--- src/rtl/gasket_pkg.sv ---
package gasket_pkg;
  localparam int GRP_BITS = 3;
  localparam int SZW      = 3;

  typedef enum logic [0:0] {GS_IDLE, GS_RUN} gs_state_e;

  typedef struct packed {
    logic           split;
    logic           impr;
    logic           wr;
    logic           wrap;
    logic [SZW-1:0] size;
  } burst_mode_t;
endpackage

--- src/rtl/gasket_cfg_regs.sv ---
module gasket_cfg_regs
  import gasket_pkg::*;
#(
  parameter int NGRP = 4,
  parameter int SEL  = 0
) (
  input  logic              clk,
  input  logic              rst,
  input  logic              cfg_we,
  input  logic [8*NGRP-1:0] cfg_wdata,
  output logic [8*NGRP-1:0] cfg_rdata,
  output logic              pre,
  output logic              bre,
  output logic              bwe
);
  localparam int EW = GRP_BITS * NGRP;
  localparam int PADW = 8 - GRP_BITS;

  logic [EW-1:0] en_q;
  logic          unused_rsvd;

  assign unused_rsvd = ^cfg_wdata;

  always_ff @(posedge clk) begin
    if (rst) begin
      en_q <= '1;
    end else if (cfg_we) begin
      for (int g = 0; g < NGRP; g++) begin
        en_q[GRP_BITS*g +: GRP_BITS] <= cfg_wdata[8*g +: GRP_BITS];
      end
    end
  end

  for (genvar g = 0; g < NGRP; g++) begin : g_rb
    assign cfg_rdata[8*g +: 8] = {{PADW{1'b0}}, en_q[GRP_BITS*g +: GRP_BITS]};
  end

  assign pre = en_q[GRP_BITS*SEL + 2];
  assign bre = en_q[GRP_BITS*SEL + 1];
  assign bwe = en_q[GRP_BITS*SEL + 0];

  // a write lands in the selected group on the next cycle
  p_cfg_write_r1: assert property (@(posedge clk) disable iff (rst)
    cfg_we |=> ({pre, bre, bwe} == $past(cfg_wdata[8*SEL +: GRP_BITS])));
endmodule

--- src/rtl/gasket_addr_step.sv ---
module gasket_addr_step
  import gasket_pkg::*;
#(
  parameter int AW = 32,
  parameter int LW = 4
) (
  input  logic [AW-1:0]  cur,
  input  logic [SZW-1:0] size,
  input  logic [LW-1:0]  len,
  input  logic           wrap,
  output logic [AW-1:0]  nxt
);
  logic [AW-1:0] step, span, mask, inc;

  always_comb begin
    step = {{(AW-1){1'b0}}, 1'b1} << size;
    span = (AW'(len) + AW'(1)) << size;
    mask = span - AW'(1);
    inc  = cur + step;
    if (wrap) nxt = (cur & ~mask) | (inc & mask);
    else      nxt = inc;
  end
endmodule

--- src/rtl/gasket_beat_ctrl.sv ---
module gasket_beat_ctrl
  import gasket_pkg::*;
#(
  parameter int AW = 32,
  parameter int DW = 32,
  parameter int LW = 4
) (
  input  logic           clk,
  input  logic           rst,
  input  logic           pre,
  input  logic           bre,
  input  logic           bwe,
  input  logic           cmd_valid,
  output logic           cmd_ready,
  input  logic           cmd_write,
  input  logic           cmd_wrap,
  input  logic [AW-1:0]  cmd_addr,
  input  logic [LW-1:0]  cmd_len,
  input  logic [SZW-1:0] cmd_size,
  input  logic [DW-1:0]  wdata,
  output logic           wnext,
  output logic           rsp_valid,
  output logic [DW-1:0]  rsp_data,
  output logic           rsp_err,
  output logic           rsp_last,
  output logic           s_valid,
  input  logic           s_ready,
  output logic           s_first,
  output logic           s_last,
  output logic           s_write,
  output logic [AW-1:0]  s_addr,
  output logic [SZW-1:0] s_size,
  output logic [DW-1:0]  s_wdata,
  input  logic [DW-1:0]  s_rdata,
  input  logic           s_err
);
  gs_state_e     state;
  burst_mode_t   mode;
  logic [LW-1:0] beat, len_q;
  logic [AW-1:0] addr_q, addr_nxt;
  logic          eacc;
  logic          accept, hs, last_beat;

  gasket_addr_step #(.AW(AW), .LW(LW)) u_step (
    .cur (addr_q),
    .size(mode.size),
    .len (len_q),
    .wrap(mode.wrap),
    .nxt (addr_nxt)
  );

  assign last_beat = (beat == len_q);
  assign cmd_ready = (state == GS_IDLE) &&
                     !(cmd_valid && !cmd_write && !pre && rsp_valid);
  assign accept    = cmd_valid && cmd_ready;
  assign s_valid   = (state == GS_RUN) && !(mode.split && rsp_valid);
  assign hs        = s_valid && s_ready;
  assign s_first   = mode.split || (beat == '0);
  assign s_last    = mode.split || last_beat;
  assign s_write   = mode.wr;
  assign s_addr    = addr_q;
  assign s_size    = mode.size;
  assign s_wdata   = wdata;
  assign wnext     = hs && mode.wr;

  always_ff @(posedge clk) begin
    if (rst) begin
      state     <= GS_IDLE;
      mode      <= '0;
      beat      <= '0;
      len_q     <= '0;
      addr_q    <= '0;
      eacc      <= 1'b0;
      rsp_valid <= 1'b0;
      rsp_data  <= '0;
      rsp_err   <= 1'b0;
      rsp_last  <= 1'b0;
    end else begin
      rsp_valid <= hs;
      if (accept) begin
        state      <= GS_RUN;
        beat       <= '0;
        len_q      <= cmd_len;
        addr_q     <= cmd_addr;
        eacc       <= 1'b0;
        mode.wr    <= cmd_write;
        mode.wrap  <= cmd_wrap;
        mode.size  <= cmd_size;
        mode.split <= cmd_write ? !bwe : !bre;
        mode.impr  <= cmd_write && bwe;
      end
      if (hs) begin
        rsp_data <= mode.wr ? '0 : s_rdata;
        rsp_last <= last_beat;
        rsp_err  <= mode.impr ? (last_beat && (eacc || s_err)) : s_err;
        eacc     <= eacc || s_err;
        addr_q   <= addr_nxt;
        beat     <= beat + 1'b1;
        if (last_beat) state <= GS_IDLE;
      end
    end
  end

  // a stalled beat keeps its request and address
  p_stall_hold_r3: assert property (@(posedge clk) disable iff (rst)
    (s_valid && !s_ready) |=> (s_valid && $stable(s_addr)));

  // split singles leave a gap cycle on the slave side
  p_split_gap_r4: assert property (@(posedge clk) disable iff (rst)
    (hs && mode.split) |=> !s_valid);

  // every slave acceptance yields a response next cycle
  p_rsp_follows_r10: assert property (@(posedge clk) disable iff (rst)
    hs |=> rsp_valid);

  // imprecise writes keep non-final responses clean
  p_imprecise_r6: assert property (@(posedge clk) disable iff (rst)
    (rsp_valid && !rsp_last && mode.impr && mode.wr) |-> !rsp_err);

  // mode is frozen while a transfer runs
  p_mode_frozen_r11: assert property (@(posedge clk) disable iff (rst)
    ((state == GS_RUN) && !(hs && last_beat)) |=> $stable(mode));

  // no command accepted while busy
  p_busy_block_r12: assert property (@(posedge clk) disable iff (rst)
    accept |=> !cmd_ready);
endmodule

--- src/rtl/burst_gasket.sv ---
module burst_gasket
  import gasket_pkg::*;
#(
  parameter int AW       = 32,
  parameter int DW       = 32,
  parameter int LW       = 4,
  parameter int NGRP     = 4,
  parameter int PORT_SEL = 0
) (
  input  logic              clk,
  input  logic              rst,
  input  logic              cfg_we,
  input  logic [8*NGRP-1:0] cfg_wdata,
  output logic [8*NGRP-1:0] cfg_rdata,
  input  logic              m_cmd_valid,
  output logic              m_cmd_ready,
  input  logic              m_cmd_write,
  input  logic              m_cmd_wrap,
  input  logic [AW-1:0]     m_cmd_addr,
  input  logic [LW-1:0]     m_cmd_len,
  input  logic [2:0]        m_cmd_size,
  input  logic [DW-1:0]     m_wdata,
  output logic              m_wnext,
  output logic              m_rsp_valid,
  output logic [DW-1:0]     m_rsp_data,
  output logic              m_rsp_err,
  output logic              m_rsp_last,
  output logic              s_valid,
  input  logic              s_ready,
  output logic              s_first,
  output logic              s_last,
  output logic              s_write,
  output logic [AW-1:0]     s_addr,
  output logic [2:0]        s_size,
  output logic [DW-1:0]     s_wdata,
  input  logic [DW-1:0]     s_rdata,
  input  logic              s_err
);
  logic pre, bre, bwe;

  gasket_cfg_regs #(.NGRP(NGRP), .SEL(PORT_SEL)) u_cfg (
    .clk      (clk),
    .rst      (rst),
    .cfg_we   (cfg_we),
    .cfg_wdata(cfg_wdata),
    .cfg_rdata(cfg_rdata),
    .pre      (pre),
    .bre      (bre),
    .bwe      (bwe)
  );

  gasket_beat_ctrl #(.AW(AW), .DW(DW), .LW(LW)) u_ctrl (
    .clk      (clk),
    .rst      (rst),
    .pre      (pre),
    .bre      (bre),
    .bwe      (bwe),
    .cmd_valid(m_cmd_valid),
    .cmd_ready(m_cmd_ready),
    .cmd_write(m_cmd_write),
    .cmd_wrap (m_cmd_wrap),
    .cmd_addr (m_cmd_addr),
    .cmd_len  (m_cmd_len),
    .cmd_size (m_cmd_size),
    .wdata    (m_wdata),
    .wnext    (m_wnext),
    .rsp_valid(m_rsp_valid),
    .rsp_data (m_rsp_data),
    .rsp_err  (m_rsp_err),
    .rsp_last (m_rsp_last),
    .s_valid  (s_valid),
    .s_ready  (s_ready),
    .s_first  (s_first),
    .s_last   (s_last),
    .s_write  (s_write),
    .s_addr   (s_addr),
    .s_size   (s_size),
    .s_wdata  (s_wdata),
    .s_rdata  (s_rdata),
    .s_err    (s_err)
  );
endmodule

--- config.mk ---
export PLATFORM = sky130hd
export DESIGN_NAME = burst_gasket
export DESIGN_NICKNAME = d
export VERILOG_FILES = /design/src/rtl/gasket_pkg.sv /design/src/rtl/gasket_cfg_regs.sv /design/src/rtl/gasket_addr_step.sv /design/src/rtl/gasket_beat_ctrl.sv /design/src/rtl/burst_gasket.sv
export SDC_FILE = /design/constraint.sdc
export NUM_CORES = 1
export LEC_CHECK = 0
export CAP_MARGIN = 0
export CORE_UTILIZATION = 38
export DETAILED_ROUTE_END_ITERATION = 7
export PLACE_DENSITY_LB_ADDON = 0.25
export SYNTH_ARGS = -nofsm -noshare
export SYNTH_HDL_FRONTEND = slang
export SYNTH_SLANG_ARGS = --single-unit
--- constraint.sdc ---
create_clock -name clk -period 3.3 [get_ports clk]
set_input_delay 0.66 -clock clk [delete_from_list [all_inputs] [get_ports clk]]
set_output_delay 0.66 -clock clk [all_outputs]
set_load 0.02 [all_outputs]
=== After elaboration in Yosys (flattened, before gate mapping) ===
Index checks and enable logic that the tools add are counted.

* Input bits: 143
* Logic and storage cells: 62
* Flip-flop bits (word level): 96

* Add/subtract/negate cells: 4
* Shifts and indexed selects: 2
* Equal/unequal tests: 1
* Bitwise gates (word level): 5
* Reduce and logical (&&, ||, !) cells: 22
* Multiplexer cells: 13

{| class="wikitable"
|+ Operators with widths
! cell !! count
|-
| 2-to-1 mux 32 bit || 4
|-
| AND 32 bit || 2
|-
| adder 32 bit || 1
|-
| NOT 32 bit || 1
|-
| bitwise OR 32 bit || 1
|-
| << shifter 1 x 3 -> 32 bit (first input constant) || 1
|-
| << shifter 5 x 3 -> 32 bit || 1
|-
| subtractor 32 x 1 -> 32 bit (second input constant) || 1
|-
| logical AND 1 bit || 11
|-
| 2-to-1 mux 4 bit || 2
|-
| 2-to-1 mux 1 bit || 7
|-
| logical NOT 1 bit || 6
|-
| adder 4 x 1 -> 5 bit (second input constant) || 1
|-
| adder 4 x 1 -> 4 bit (second input constant) || 1
|-
| == test 4 bit || 1
|-
| logical NOT 4 bit || 1
|-
| logical OR 1 bit || 3
|-
| nonzero test 2 bit || 1
|-
| NOT 1 bit || 1
|}

=== Logic depth before layout (Yosys ltp) ===
Gate-level depths: netlist of run 1.

* Word-level depth: 10
* Gate-level depth with buffers: 15
* Gate-level depth less buffers: 13

=== Hierarchy ===
A second synthesis of run 1 with hierarchy kept.

* Cells, all modules: 755
* Area total of the unflattened synthesis: 6,572.6 um2

{| class="wikitable"
|+ By module, submodules not included
! module !! cells an instance !! sequential area each (um2) !! instances !! area each (um2)
|-
| gasket_beat_ctrl || 417 || 1,681.6 || 1 || 4,058.9
|-
| gasket_addr_step || 275 || 0.0 || 1 || 1,880.6
|-
| gasket_cfg_regs || 63 || 240.2 || 1 || 633.1
|}

=== Least setup slack after synthesis of run 1 ===
No wires, ideal clock.

* Path kind: register to register
* Start: register u_ctrl.s_size[2] (netlist name)
* End: register with a tool-made name
* Arrival: 2,956 ps
* Clock period less this slack: 3,088 ps
* Path buffers: 2
* Cell stages (with the launch flop): 15
* Required time: 3,168 ps
* Slack: 212 ps
* Setup time: 132 ps
* Path through: dfxtp_1 clkbuf_1 inv_1 nand3_1 inv_1 ha_1 a21o_1 a21oi_1 o21a_1 o41a_1 clkbuf_1 nor3_1 xnor2_1 a222oi_1 a21oi_1

==> impl_results.md, run 1 <==
* F_max at 328 MHz
* Clock transition at path regs at 70 ps
* CP Max Fanout at 19
* Drt pass-1 iters at 5
* Crit Path Class: flip-flop to flip-flop
* Crit path largest cell delay at 520 ps
* TNS Setup at 0 ps
* IO Port Bufs at 178
* Fraction of final layout cells sized beyond drive strength 1 at 0.0942
* # placed instances at 1033
* CTS Root Cell: clkbuf_16
* EDFF count, synth at 0
* Die Wd at 127 µm
* Hold Path Class: flip-flop to flip-flop
* # rows at 45
* CTS tree: built
* CP Cell Sequence: buf_4, nand2b_1, nor2_1, ha_1, or4_1, o211ai_1, nor2_1, a31o_2, a21oi_1, a211oi_1
* CORE AREA at 15200 µm²
* First-pass GRT wire length at 28200 µm
* Number of global-route vias before repair at 5535
* WL final at 17600 µm
* Final count of hold timing violations at 0
* Starting Density at 0.389
* Synth Instances at 721
* Synth Flop Type: dfxtp_1
* 1st-iter DRT viols at 440
* Fin nets at 1013
* Startpoint Class: flip-flop
* DR WL/cell at 16.8 µm
* Largest net degree at the start of global routing at 33
* Routed via count at 5684
* Post-synth ARST share at 0
* Relative slew slack at 0.178
* Clk buf depth at 2
* # DRC at 0
* Critical Path End Type: flip-flop
* Most Frequent Cell on Critical Path: nor2_1
* Synth Area per Inst at 8.20 µm²
* Hold bufs inserted after CTS at 0
* Count of final max-slew check failures at 0
* Antenna violations before repair at 0
* Clock Skews at 8.83 ps
* Reg2reg setup slack at 250 ps
* Final Setup Violations at 0
* Crit-path slowest cell: or4_1
* Fin crit share at 0.925
* WP data arrival at 3280 ps
* PwrDens at 419 nW/µm²
* Place WS at 95.0 ps
* Remaining Overflow, GRT at 0
* Vias/cell at 5.42
* Yosys cell types at 80
* Leak at 2.98 nW
* Max Cap Viol at 0
* Worst path required time at 3520 ps
* Post-cts sizing count at 0
* GPL Wtd Cong at 0.930
* HPWL after DPL at 12800 µm
* Post-Syn Area at 5910 µm²
* Synth warn at 0
* RSZ-0062 raised after global routing: false
* Syn-to-layout area delta at 33.6%
* Post-CTS Setup Inserts at 0
* IO Pins at 283
* Clock sinks at 96
* Antenna viol nets, final at 0
* Die Area at 16100 µm²
* Total track usage at 0.222
* #FFs+latches synth at 96
* Clock Latency Late Sink at 350 ps
* Power, Total at 0.00331 W
* Finished Core Util at 0.519
* Fin cells at 1048
* Worst-Margin Slew at 1230 ps
* Max VDD drop at 0.229 mV
* Status: finished clean
* Final worst slack at 247 ps
* Antenna diode count at 0
* Sequential fraction of the synthesis area at 0.325
* Tmin final at 3050 ps
* Num CTS Buffers at 9
* H-Tree Depth at 3
* Die height at 127 µm
## metal layers
metal,wire (µm),share of wire,GRT usage
met1,7540,0.43,0.270
met4,283,0.016,0.0798
met5,0,0,0
met2,8220,0.47,0.373
met3,1520,0.086,0.0637
## cell usage in the layout (no fill, tap or decap), types with 9 or more instances in the layout
master,instances
nor2_1,57
clkbuf_16,9
dfxtp_1,94
inv_1,21
a211oi_1,10
nand2_1,67
a22o_1,33
buf_4,28
nor3_1,17
nand3_1,13
xnor2_1,12
a21oi_1,55
nor2b_1,17
clkdlybuf4s50_1,177
conb_1,20
a211o_1,15
xor2_1,9
o21ai_0,25
ha_1,13
## cell type report
cell class / instances / area [µm²]
well taps: 188 / 235
clock buffers: 9 / 225
inverters: 21 / 78.8
clock inverters: 6 / 77.6
repair buffers: 206 / 1990
flip-flops and latches: 96 / 1920
fillers: 1442 / 7310
multi-input cells: 522 / 3370
## cells in the mapped netlist (7+ instances only)
| master | instances | share of area |
|---|---|---|
| o21ai_0 | 25 | 0.021 |
| inv_1 | 21 | 0.013 |
| xnor2_1 | 12 | 0.018 |
| nor2b_1 | 17 | 0.018 |
| nand3_1 | 13 | 0.011 |
| dfxtp_1 | 96 | 0.33 |
| nor2_1 | 58 | 0.037 |
| ha_1 | 13 | 0.028 |
| nand2b_1 | 8 | 0.0085 |
| xor2_1 | 9 | 0.013 |
| nor3_1 | 20 | 0.017 |
| nand2_1 | 68 | 0.043 |
| a22o_1 | 33 | 0.049 |
| nor4_1 | 8 | 0.0085 |
| a21oi_1 | 55 | 0.047 |
| a211o_1 | 15 | 0.022 |
| buf_2 | 7 | 0.0059 |
| buf_4 | 59 | 0.075 |
| and3_1 | 7 | 0.0074 |
| a221oi_1 | 7 | 0.010 |
| clkbuf_1 | 30 | 0.019 |
| a211oi_1 | 10 | 0.013 |
## metrics by stage
stage	cell area [µm²]	hold WS [ps]
global placement	7580	461
CTS	7880	481
finish	7900	475
detailed placement	7580	463
global route	7900	497
floorplan	5980	450
## critical path, delay by kind of cell (launching register included)
| kind | cells | cell delay, ps |
|---|---|---|
| AO/OA/AOI/OAI | 4 | 970 |
| AND/OR/NAND/NOR | 4 | 1040 |
| buffers and inverters | 1 | 260 |
| adder cells (fa/ha/maj) | 1 | 220 |
| flip-flops | 1 | 430 |
## report_power, final
part	switching (W)	internal (W)
Sequential	0.0000819	0.00124
Clock	0.000496	0.000599
Combinational	0.000472	0.000419
Total	0.00105	0.00226
## final timing paths
| path | from | endpoint | depth (start not counted) |
|---|---|---|---|
| max | u_ctrl.s_size[1] | flip-flop | 10 |
| min | u_ctrl.mode[5] | u_ctrl.mode[5] | 2 |
| max reg2reg | u_ctrl.s_size[1] | flip-flop | 10 |
| min reg2reg | u_ctrl.mode[5] | u_ctrl.mode[5] | 2 |
## logic make-up (layout without fill, tap and decap cells)
kind of cell	after synthesis	after routing	synth area share
and+or+nand+nor	247	247	0.218
AOI/OAI and AO/OA	212	212	0.259
buffers and inverters	122	242	0.120
DFF	96	96	0.325
xor gates and xnor gates	22	22	0.0339
adders and majority gates	14	14	0.0309
muxes	7	7	0.0121
other	1	20	0.000635
(Power assumes the default switching activity.)
==> inputs of run 2 (changes only) <==
- CORE_UTILIZATION: 38 -> 40
- DONT_BUFFER_PORTS: not set -> 1
==> run 2 against run 1 <==
Non-clock buffer count shrank 165. Register-to-register slack lost 50 ps. Combinational power shrank 36%. Core utilization shrank 8.6 points. Worst hold slack lost 79 ps. Worst setup slack lost 49 ps. Cell area shrank 20%. Clock-buffer cell count is the same. Clock skew shrank 1.6 ps. Highest routed layer unchanged.
==> impl_results.md, run 2 (synthesized netlist as in run 1, its figures left out) <==
* Status: finished clean
* Crit Path Class: flip-flop to flip-flop
* IO Pins at 283
* Critical Path End Type: flip-flop
* Die Wd at 124 µm
* First-pass GRT wire length at 26000 µm
* DP Area at 5900 µm²
* Finished Core Util at 0.434
* Relative slew slack at 0.204
* Max VDD drop at 0.257 mV
* H-Tree Depth at 3
* Clk buf depth at 2
* Reg area at 1920 µm²
* Antenna diode count at 0
* Startpoint Class: flip-flop
* Antenna viol nets, final at 0
* Starting Density at 0.408
* Num CTS Buffers at 9
* Hold bufs inserted after CTS at 0
* Clock transition at path regs at 70 ps
* Syn-to-layout area delta at 6.31%
* Fin crit share at 0.940
* Hold Path Class: input pin to flip-flop
* WL final at 17200 µm
* Leak at 2.41 nW
* GPL Wtd Cong at 0.863
* Clock sinks at 96
* Total track usage at 0.223
* Commonest non-fill, non-tap cell in the layout: dfxtp_1
* IO Port Bufs at 0
* Final count of hold timing violations at 0
* Clock Skews at 7.22 ps
* DR WL/cell at 19.6 µm
* Die Area at 15300 µm²
* Fin nets at 848
* TNS Setup at 0 ps
* Final Setup Violations at 0
* RSZ-0062 raised after global routing: false
* Multi-input logic area at 3370 µm²
* Vias/cell at 5.90
* Reg2reg setup slack at 200 ps
* CTS Root Cell: clkbuf_16
* Max Cap Viol at 0
* # DRC at 0
* PwrDens at 519 nW/µm²
* Clock Latency Late Sink at 350 ps
* Final worst slack at 198 ps
* Fillers at 1433
* WP data arrival at 3320 ps
* Routed via count at 5189
* WHS at 396 ps
* Fraction of final layout cells sized beyond drive strength 1 at 0.134
* CP Max Fanout at 10
* Most frequent cells in the layout: dfxtp_1 (94), nand2_1 (67), nor2_1 (57)
* 1st-iter DRT viols at 334
* F_max at 322 MHz
* Number of global-route vias before repair at 4931
* Count of final max-slew check failures at 0
* Design Area, Final at 6280 µm²
* Largest net degree at the start of global routing at 68
* Drt pass-1 iters at 5
* Tmin final at 3100 ps
* Place WS at 186 ps
* Worst-Margin Slew at 1190 ps
* # rows at 44
* Antenna violations before repair at 0
* Worst path required time at 3510 ps
* CORE AREA at 14500 µm²
* Remaining Overflow, GRT at 0
* HPWL after DPL at 12900 µm
* CTS tree: built
* Die height at 124 µm
## run 2: cell types whose count changed in the layout (fill, tap and decap cells not counted), sizes merged
cell / change
inv: -1
bufinv: +3
clkinv: -1
buf: +12
clkinvlp: -1
clkdlybuf4s50: -177
## run 2: final timing paths
| kind | from | cells after the start | endpoint |
|---|---|---|---|
| worst min-delay path | rst | 1 | flip-flop |
| worst max-delay path | u_ctrl.s_size[2] | 10 | flip-flop |
| worst max register to register | u_ctrl.s_size[2] | 10 | flip-flop |
| worst min register to register | u_ctrl.mode[5] | 2 | u_ctrl.mode[5] |
## run 2: per-layer routing
metal | global-route usage | wire, µm | vias to the layer above
met3 | 0.0664 | 1440 | 44
li1 | - | - | 2467
met1 | 0.258 | 7010 | 2441
met4 | 0.0836 | 367 | 0
met2 | 0.384 | 8410 | 237
met5 | 0 | 0 | -
## run 2: per-stage QoR
step	total power [W]	instances
after CTS	0.00328	878
after global routing	0.00340	879
final	0.00326	879
after floorplan	0.00192	740
after global placement	0.00198	863
after detailed placement	0.00200	863
## run 2: worst max-delay path: stages, from the launching register on
cell      delay (ps)
dfxtp_1          340
buf_4            200
nor2_1           270
ha_1             310
nor2b_1          160
o31a_1           270
o211ai_1         630
nor2_1           260
a31o_2           310
a21oi_1          140
a211oi_1          70
## run 2: power by group
part / switching (W) / leakage, nW / internal (W)
sequential: 0.000168 / 0.788 / 0.00124
combinational: 0.000342 / 1.44 / 0.000227
clock: 0.000468 / 0.177 / 0.000819
total: 0.000977 / 2.41 / 0.00228
## run 2: timing repair
action                     CTS  global route
buffers inserted             0             1
resized for setup            0             4
setup endpoints to repair    0            15
## run 2: final cells by class
class / instances / area share
sequential: 96 / 0.306
clock inverter: 6 / 0.0219
tap: 184 / 0.0366
inverter: 21 / 0.0125
timing repair buffer: 41 / 0.0510
multi-input combinational: 522 / 0.536
clock buffer: 9 / 0.0358
==> inputs of run 3 (changes only) <==
- CTS_CLUSTER_DIAMETER: not set -> 80
==> results of run 3 <==
No change in the layout: final DEF, timing and power equal those of run 2.
